File: src/rtl/adc_post_pkg.sv
package adc_post_pkg;
  localparam int DATA_W    = 12;
  localparam int CNT_W     = 8;
  localparam int ACC_W     = DATA_W + CNT_W;
  localparam int RES_W     = 16;
  localparam int SHIFT_W   = 5;
  localparam int SHIFT_MAX = 12;

  typedef enum logic [2:0] {
    MODE_NONE      = 3'd0,
    MODE_AVG       = 3'd1,
    MODE_AVG_RANGE = 3'd2,
    MODE_RANGE     = 3'd3,
    MODE_RANGE_PLS = 3'd4
  } mode_e;

  typedef struct packed {
    logic [2:0]         mode;
    logic [CNT_W-1:0]   count;
    logic [SHIFT_W-1:0] shift;
    logic               left;
    logic               sgn;
  } cfg_t;
endpackage

File: src/rtl/adc_acc.sv
module adc_acc
  import adc_post_pkg::*;
(
  input  logic              clk_i,
  input  logic              rst_ni,
  input  logic              smp_valid_i,
  input  logic [DATA_W-1:0] smp_data_i,
  input  cfg_t              cfg_i,
  output logic              dump_vld_o,
  output logic [ACC_W-1:0]  dump_sum_o,
  output cfg_t              dump_cfg_o,
  output logic              busy_o
);
  logic [CNT_W-1:0] cnt_q;
  logic [ACC_W-1:0] acc_q;
  cfg_t             lat_q;
  cfg_t             burst_cfg;
  logic             avg_mode;
  logic [CNT_W-1:0] tgt;
  logic             is_last;
  logic [ACC_W-1:0] sum_nxt;

  assign busy_o    = (cnt_q != '0);
  // settings live until the first sample, then frozen
  assign burst_cfg = busy_o ? lat_q : cfg_i;
  assign avg_mode  = (burst_cfg.mode == MODE_AVG) || (burst_cfg.mode == MODE_AVG_RANGE);
  assign tgt       = avg_mode ? burst_cfg.count : '0;
  assign is_last   = (cnt_q == tgt);
  assign sum_nxt   = (busy_o ? acc_q : '0) + ACC_W'(smp_data_i);

  always_ff @(posedge clk_i or negedge rst_ni) begin
    if (!rst_ni) begin
      cnt_q      <= '0;
      acc_q      <= '0;
      lat_q      <= '0;
      dump_vld_o <= 1'b0;
      dump_sum_o <= '0;
      dump_cfg_o <= '0;
    end else begin
      dump_vld_o <= smp_valid_i && is_last;
      if (smp_valid_i) begin
        if (!busy_o) lat_q <= cfg_i;
        if (is_last) begin
          cnt_q      <= '0;
          acc_q      <= '0;
          dump_sum_o <= sum_nxt;
          dump_cfg_o <= burst_cfg;
        end else begin
          cnt_q <= cnt_q + 1'b1;
          acc_q <= sum_nxt;
        end
      end
    end
  end
endmodule

File: src/rtl/adc_shift.sv
module adc_shift
  import adc_post_pkg::*;
(
  input  logic [ACC_W-1:0]   sum_i,
  input  logic [SHIFT_W-1:0] shift_i,
  output logic [RES_W-1:0]   val_o
);
  localparam logic [3:0] SAT = 4'(SHIFT_MAX);
  logic [3:0]       amt;
  logic [ACC_W-1:0] shifted;

  // bit 4 ignored, codes above SAT clamp
  assign amt     = (shift_i[3:0] > SAT) ? SAT : shift_i[3:0];
  assign shifted = sum_i >> amt;
  assign val_o   = shifted[RES_W-1:0];
endmodule

File: src/rtl/adc_fmt.sv
module adc_fmt
  import adc_post_pkg::*;
(
  input  logic [RES_W-1:0] val_i,
  input  logic             left_i,
  input  logic             sgn_i,
  output logic [RES_W-1:0] word_o
);
  localparam int PAD = RES_W - DATA_W;

  always_comb begin
    if (left_i)     word_o = {val_i[DATA_W-1:0], {PAD{1'b0}}};
    else if (sgn_i) word_o = {{PAD{val_i[DATA_W-1]}}, val_i[DATA_W-1:0]};
    else            word_o = val_i;
  end
endmodule

File: src/rtl/adc_post_proc.sv
module adc_post_proc
  import adc_post_pkg::*;
(
  input  logic               clk_i,
  input  logic               rst_ni,
  input  logic [2:0]         mode_i,
  input  logic [CNT_W-1:0]   count_i,
  input  logic [SHIFT_W-1:0] shift_i,
  input  logic               left_align_i,
  input  logic               signed_i,
  input  logic               smp_valid_i,
  input  logic [DATA_W-1:0]  smp_data_i,
  output logic               res_valid_o,
  output logic [RES_W-1:0]   res_data_o,
  output logic               smp_req_o
);
  cfg_t             live_cfg;
  cfg_t             dump_cfg_q;
  logic [ACC_W-1:0] dump_sum_q;
  logic [RES_W-1:0] scaled;

  assign live_cfg = '{mode: mode_i, count: count_i, shift: shift_i,
                      left: left_align_i, sgn: signed_i};

  adc_acc u_acc (
    .clk_i       (clk_i),
    .rst_ni      (rst_ni),
    .smp_valid_i (smp_valid_i),
    .smp_data_i  (smp_data_i),
    .cfg_i       (live_cfg),
    .dump_vld_o  (res_valid_o),
    .dump_sum_o  (dump_sum_q),
    .dump_cfg_o  (dump_cfg_q),
    .busy_o      (smp_req_o)
  );

  adc_shift u_shift (
    .sum_i   (dump_sum_q),
    .shift_i (dump_cfg_q.shift),
    .val_o   (scaled)
  );

  adc_fmt u_fmt (
    .val_i  (scaled),
    .left_i (dump_cfg_q.left),
    .sgn_i  (dump_cfg_q.sgn),
    .word_o (res_data_o)
  );
endmodule

File: config.mk
export PLATFORM = sky130hd
export DESIGN_NAME = adc_post_proc
export DESIGN_NICKNAME = d
export VERILOG_FILES = /design/src/rtl/adc_post_pkg.sv /design/src/rtl/adc_acc.sv /design/src/rtl/adc_shift.sv /design/src/rtl/adc_fmt.sv /design/src/rtl/adc_post_proc.sv
export SDC_FILE = /design/constraint.sdc
export NUM_CORES = 1
export LEC_CHECK = 0
export BUFFER_PORTS_ARGS = -buffer_cell sky130_fd_sc_hd__buf_2
export CAP_MARGIN = 20
export CORE_UTILIZATION = 40
export DETAILED_ROUTE_END_ITERATION = 10
export GPL_TIMING_DRIVEN = 0
export MAX_ROUTING_LAYER = met4
export SYNTH_ARGS = -nofsm -noshare
export SYNTH_HDL_FRONTEND = slang
export SYNTH_SLANG_ARGS = --single-unit
export TNS_END_PERCENT = 100
File: constraint.sdc
create_clock -name clk_i -period 6.8 [get_ports clk_i]
set_input_delay 1.02 -clock clk_i [delete_from_list [all_inputs] [get_ports clk_i]]
set_output_delay 1.02 -clock clk_i [all_outputs]
set_load 0.005 [all_outputs]
# Yosys cells after proc, flatten, opt, wreduce, memory -nomap -nowiden
# Index checks and enable logic that the tools add are counted.
dict set report word_totals {
  output_inout_bits 18
  register_bits 73
  n_memories 0
  ram_bits 0
  rom_bits 0
  latchBits 0
  elab_cells 31
}
dict set report classes {
  magnitude_cmp 1
  n_reduce_logical 4
  div_mod_pow 0
  n_eq_ne 3
  shift 1
  n_mux 8
  n_addsub 2
  n_bitwise 0
  mul 0
}
# operator count
set ops {}
lappend ops {{$mux 20} 2}
lappend ops {{$mux 16} 2}
lappend ops {{$add 20x12->20} 1}
lappend ops {{$shr 20x4->16} 1}
lappend ops {{$mux 18} 1}
lappend ops {{$mux 8} 2}
lappend ops {{$add 8x1->8 const B} 1}
lappend ops {{$eq 8x8->1} 1}
lappend ops {{$reduce_bool 8->1} 1}
lappend ops {{$gt 4x4->1 const B} 1}
lappend ops {{$mux 4} 1}
lappend ops {{$eq 3x1->1 const B} 1}
lappend ops {{$eq 3x2->1 const B} 1}
lappend ops {{$reduce_and 2->1} 1}
lappend ops {{$logic_and 1x1->1} 1}
lappend ops {{$logic_or 1x1->1} 1}

# Longest topological paths before layout
dict set report logic_depth {
  word_depth 7
  mapped_depth 19
}

# Cells and area by module
# A second synthesis with hierarchy kept.
dict set report hier_totals {
  cells_unflattened 666
  area_unflattened_um2 6110.9
}
# module area_each_um2 seq_area_each_um2 n_inst cells_per_inst
set by_module_without_submodules {}
lappend by_module_without_submodules {adc_acc 4822.1 2127.0 1 480}
lappend by_module_without_submodules {adc_shift 1079.8 0.0 1 161}
lappend by_module_without_submodules {adc_fmt 209.0 0.0 1 25}

# Worst setup path after synthesis
# Ideal clock, no wire load.
dict set report synth_path {
  kind {flip-flop to flip-flop}
  startpoint {register u_acc.cnt_q[0]}
  endpoint {register u_acc.acc_q[16]}
  setup_slack_ns 2.953
  n_path_buf 3
  arrival_time_ns 3.781
  t_required_ns 6.734
  stages_incl_launch_ff 20
  cell_sequence {dfrtp_1 > inv_1 > ha_1 > nor4b_4 > and2_1 > buf_4 > inv_4 > buf_2 > clkbuf_1 > and2_1 > ha_1 > fa_1 > a211oi_1 > o21ai_0 > a311oi_1 > o21bai_1 > nand3_1 > nor2_1 > o31ai_1 > a22o_1}
}
dict set report synth_via {
  elab_chain_len 7
  word_cells_on_any_way 10
  cone_classes {add/sub: 1; eq/ne: 3; mux: 4; reduce/logical: 2}
}
# item line
set synth_lines {}
lappend synth_lines {{start: declaration} adc_acc.sv:14} ;# logic [CNT_W-1:0] cnt_q;
lappend synth_lines {{start signal: assignment} adc_acc.sv:49} ;# cnt_q <= cnt_q + 1'b1;
lappend synth_lines {{$reduce_bool 8->1 (*)} adc_acc.sv:23} ;# assign busy_o = (cnt_q != '0);
lappend synth_lines {{named net smp_req_o} adc_post_proc.sv:15} ;# output logic smp_req_o
lappend synth_lines {{parallel branches: the longest is 5 deep, another holds $add 20x12->20} n/a}
lappend synth_lines {{$mux 20 (*)} adc_acc.sv:43} ;# if (is_last) begin
lappend synth_lines {{end signal: assignment} adc_acc.sv:50} ;# acc_q <= sum_nxt;
lappend synth_lines {{end: declaration} adc_acc.sv:15} ;# logic [ACC_W-1:0] acc_q;
# Mark *: on every way through the listed nets, which the timed path passes.
# A chain may end at the register's enable or synchronous reset.

# Final worst setup path
dict set report layout_path {
  startpoint {register u_acc.cnt_q[0]}
  endpoint {register u_acc.acc_q[16]}
}
dict set report layout_via {
  elab_chain_len 7
  word_cells_on_any_way 10
  cone_classes {add/sub: 1; eq/ne: 3; mux: 4; reduce/logical: 2}
}
# item line
set layout_lines {}
lappend layout_lines {{parallel branches: the longest is 6 deep, another holds $add 20x12->20} n/a}
lappend layout_lines {{$mux 20 (*)} adc_acc.sv:43}
# Mark *: on every way between the ends.

==> flow_summary.toml <==
[synthesis]
synthTopCellsByArea = "dfrtp_1 (35%), mux2_2 (8.8%), mux2i_1 (7.0%)"
synth_top_area_share_pct = 35.2
synth.yosys.seq_area_share_pct = 35.2
avgSynthCellArea_um2 = 9.55
synth-warning-count = 0
yosysTopAreaCell = "dfrtp_1"
syn_area_mm2 = 0.00512
synth.distinct_cells = 64
syn_inst = 536
synth_top_flop_cell = "dfrtp_1"
synth-edff-count = 0
synth-seq-cells = 72
async_flop_share_pct = 100
synth_nets = 584

[detailed_routing]
vias = 4345
via_per_inst = 5.65
firstDrtPassIters = 5
wl_per_cell_um = 16.3
ant_nets = 0
drc_errors = 0
dr.first_iter.drc_count = 244
routed_wl_mm = 12.5

[sta]
fin_crit_ns = 4.66
drv_slew = 0
worst_pin_slew_ns = 0.697
skew_ns = 0.00669
fmax_mhz = 215
finalHoldViolCount = 0
worst_slack_ns = 2.14
relSlewSlack_pct = 53.2
rsz0062_at_grt = "false"
whs_ns = 0.477
fin_crit_sh_pct = 68.5
setup_tns_ns = 0
setup_viol = 0

[place]
io_buffers = 48
place.gp.congestion = 0.897
place_area_mm2 = 0.00560
pre_cts_ws_ns = 2.19
dp_hpwl_mm = 9.52

[grt]
antenna_found_initial = 0
grt_use_total_pct = 20.8
grt_max_degree = 51
overflow = 0
grt_pass1_vias = 4103
grt_pass1_wl_mm = 20.6

[setup_path]
crit_arrival_ns = 4.95
cp_max_fo = 10
crit_type = "reg -> reg"
worstSetupEndpointType = "flop"
critPathRequiredTime_ns = 7.09
start_kind = "flop"

[power]
p_switching_mw = 1.00
p_total_mw = 2.45
pwr-share-clk_pct = 19.5
vdd_drop_max_uv = 127
p_int_mw = 1.45
p_seq_share_pct = 29.0
power_frac_comb_pct = 51.4
switching_share_pct = 40.9
cellPowerDensity_mw_per_mm2 = 416
p_leak_nw = 2.59

[clock_network]
clock_latency_ns = 0.35
cts_setup_buffers = 0
cts.path.max_buffers = 2
ctsResizeCount = 0
numCtsBuffers = 9
clkSinkCount = 72
cts_tree = "built"
clk_pin_slew_ns = 0.06
cts_root_buf = "clkbuf_16"
postCtsHoldBufs = 0
htree_levels = 3

[layout]
regArea_mm2 = 0.00180
final_area_mm2 = 0.00590
final_common_cell = "dfrtp_1"
nets = 644
multi_input_area_mm2 = 0.00309
area_growth_pct = 15.2
num_antenna_cells = 0
layout-drive-gt1-share_pct = 21.6
filler_cell_count = 1174
layout_common_cells = "dfrtp_1 (72), buf_2 (55), nand2_1 (53), mux2_2 (40), mux2i_1 (36)"

[floorplanning]
core_mm2 = 0.0123
die_w_um = 115
initial_utilization_pct = 41.7
dieArea_mm2 = 0.0133
die_h_um = 115
top_level_ports = 51
rows = 40

[worst_hold_path]
hold_class = "reg -> reg"

[run]
drv_cap = 0

[status]
run_status = "finished clean"
-- sequential cells by signal, indices dropped and copies added (netlist names) --
| signal | flops |
|---|---|
| u_acc.cnt_q | 8 |
| u_acc.lat_q | 17 |
| u_acc.dump_cfg_o | 6 |
| u_acc.acc_q | 20 |
| u_acc.dump_vld_o | 1 |
| u_acc.dump_sum_o | 20 |
-- metal layers --
metal	vias up	global-route usage [%]	wire length (µm)
met5	-	-	0
li1	2090	-	-
met3	21	3.48	432
met1	2137	26.5	5990
met4	0	8.74	290
met2	97	32.9	5820
-- area by class of cell --
type | instances | area share [%]
buffer | 34 | 2.65
clock buffer | 10 | 3.88
clock inverter | 6 | 1.17
inverter | 17 | 1.12
multi-input combinational | 413 | 52.5
sequential | 72 | 30.6
tap | 168 | 3.57
timing repair buffer | 49 | 4.58
-- through the flow --
| step | util [%] | cells |
|---|---|---|
| after floorplan | - | 536 |
| after global placement | 45.4 | 752 |
| after detailed placement | 45.7 | 753 |
| after CTS | 48.1 | 769 |
| after global routing | 48.1 | 769 |
| final | 48.1 | 769 |
-- path summary, 6_finish.rpt --
path	start	end	slack, ns	cells after the start
setup / recovery	u_acc.cnt_q[0]	u_acc.acc_q[16]	2.14	19
hold / removal	u_acc.acc_q[6]	u_acc.acc_q[6]	0.48	1
setup reg to reg	u_acc.cnt_q[0]	u_acc.acc_q[16]	2.14	19
hold reg to reg	u_acc.acc_q[6]	u_acc.acc_q[6]	0.48	1
max in group asynchronous	rst_ni	u_acc.lat_q[12]	5.67	2
min in group asynchronous	rst_ni	u_acc.acc_q[6]	0.58	1
-- critical path, stage by stage (launching register included) --
cell and delay (ns):
dfrtp_1 0.40, inv_1 0.15, ha_1 0.17, nor4b_4 0.37
and2_1 0.19, buf_4 0.15, inv_4 0.06, buf_2 0.20
clkbuf_1 0.23, and2_1 0.22, ha_1 0.21, fa_1 0.43
a211oi_1 0.32, o21ai_0 0.23, a311oi_1 0.35, o21bai_1 0.23
nand3_1 0.22, nor2_1 0.10, o31ai_1 0.21, a22o_1 0.15
-- Yosys cell counts (all sizes together) (5+ instances only) --
library cell,n
a31oi,6
o31ai,5
nor3,13
and3,7
ha,14
mux2i,37
nand3,14
clkbuf,19
a211oi,7
and2,15
a22o,5
nand2,54
o211ai,6
buf,15
o21ai,18
mux2,44
mux4,6
inv,17
a21oi,28
nor2b,9
o2bb2ai,16
dfrtp,72
xnor2,20
nor2,29
-- power groups by stage --
stage	logic, mW	clock network [mW]	registers [mW]
2_1_floorplan	0.956	0	0.677
3_3_place_gp	1.23	0	0.712
3_5_place_dp	1.26	0	0.717
4_1_cts	1.26	0.489	0.712
5_1_grt	1.41	0.506	0.738
6_report	1.26	0.479	0.712
-- cells by family after synthesis --
kind of cell    count (synthesis)  share of synthesized area, %
buf+inv                        51                          4.35
flops                          72                          35.2
xor+xnor                       24                          4.11
simple gates                  163                          15.9
mux                            87                          19.8
compound gates                124                          16.8
fa+ha+maj                      15                          3.81
(Power assumes the default switching activity.)
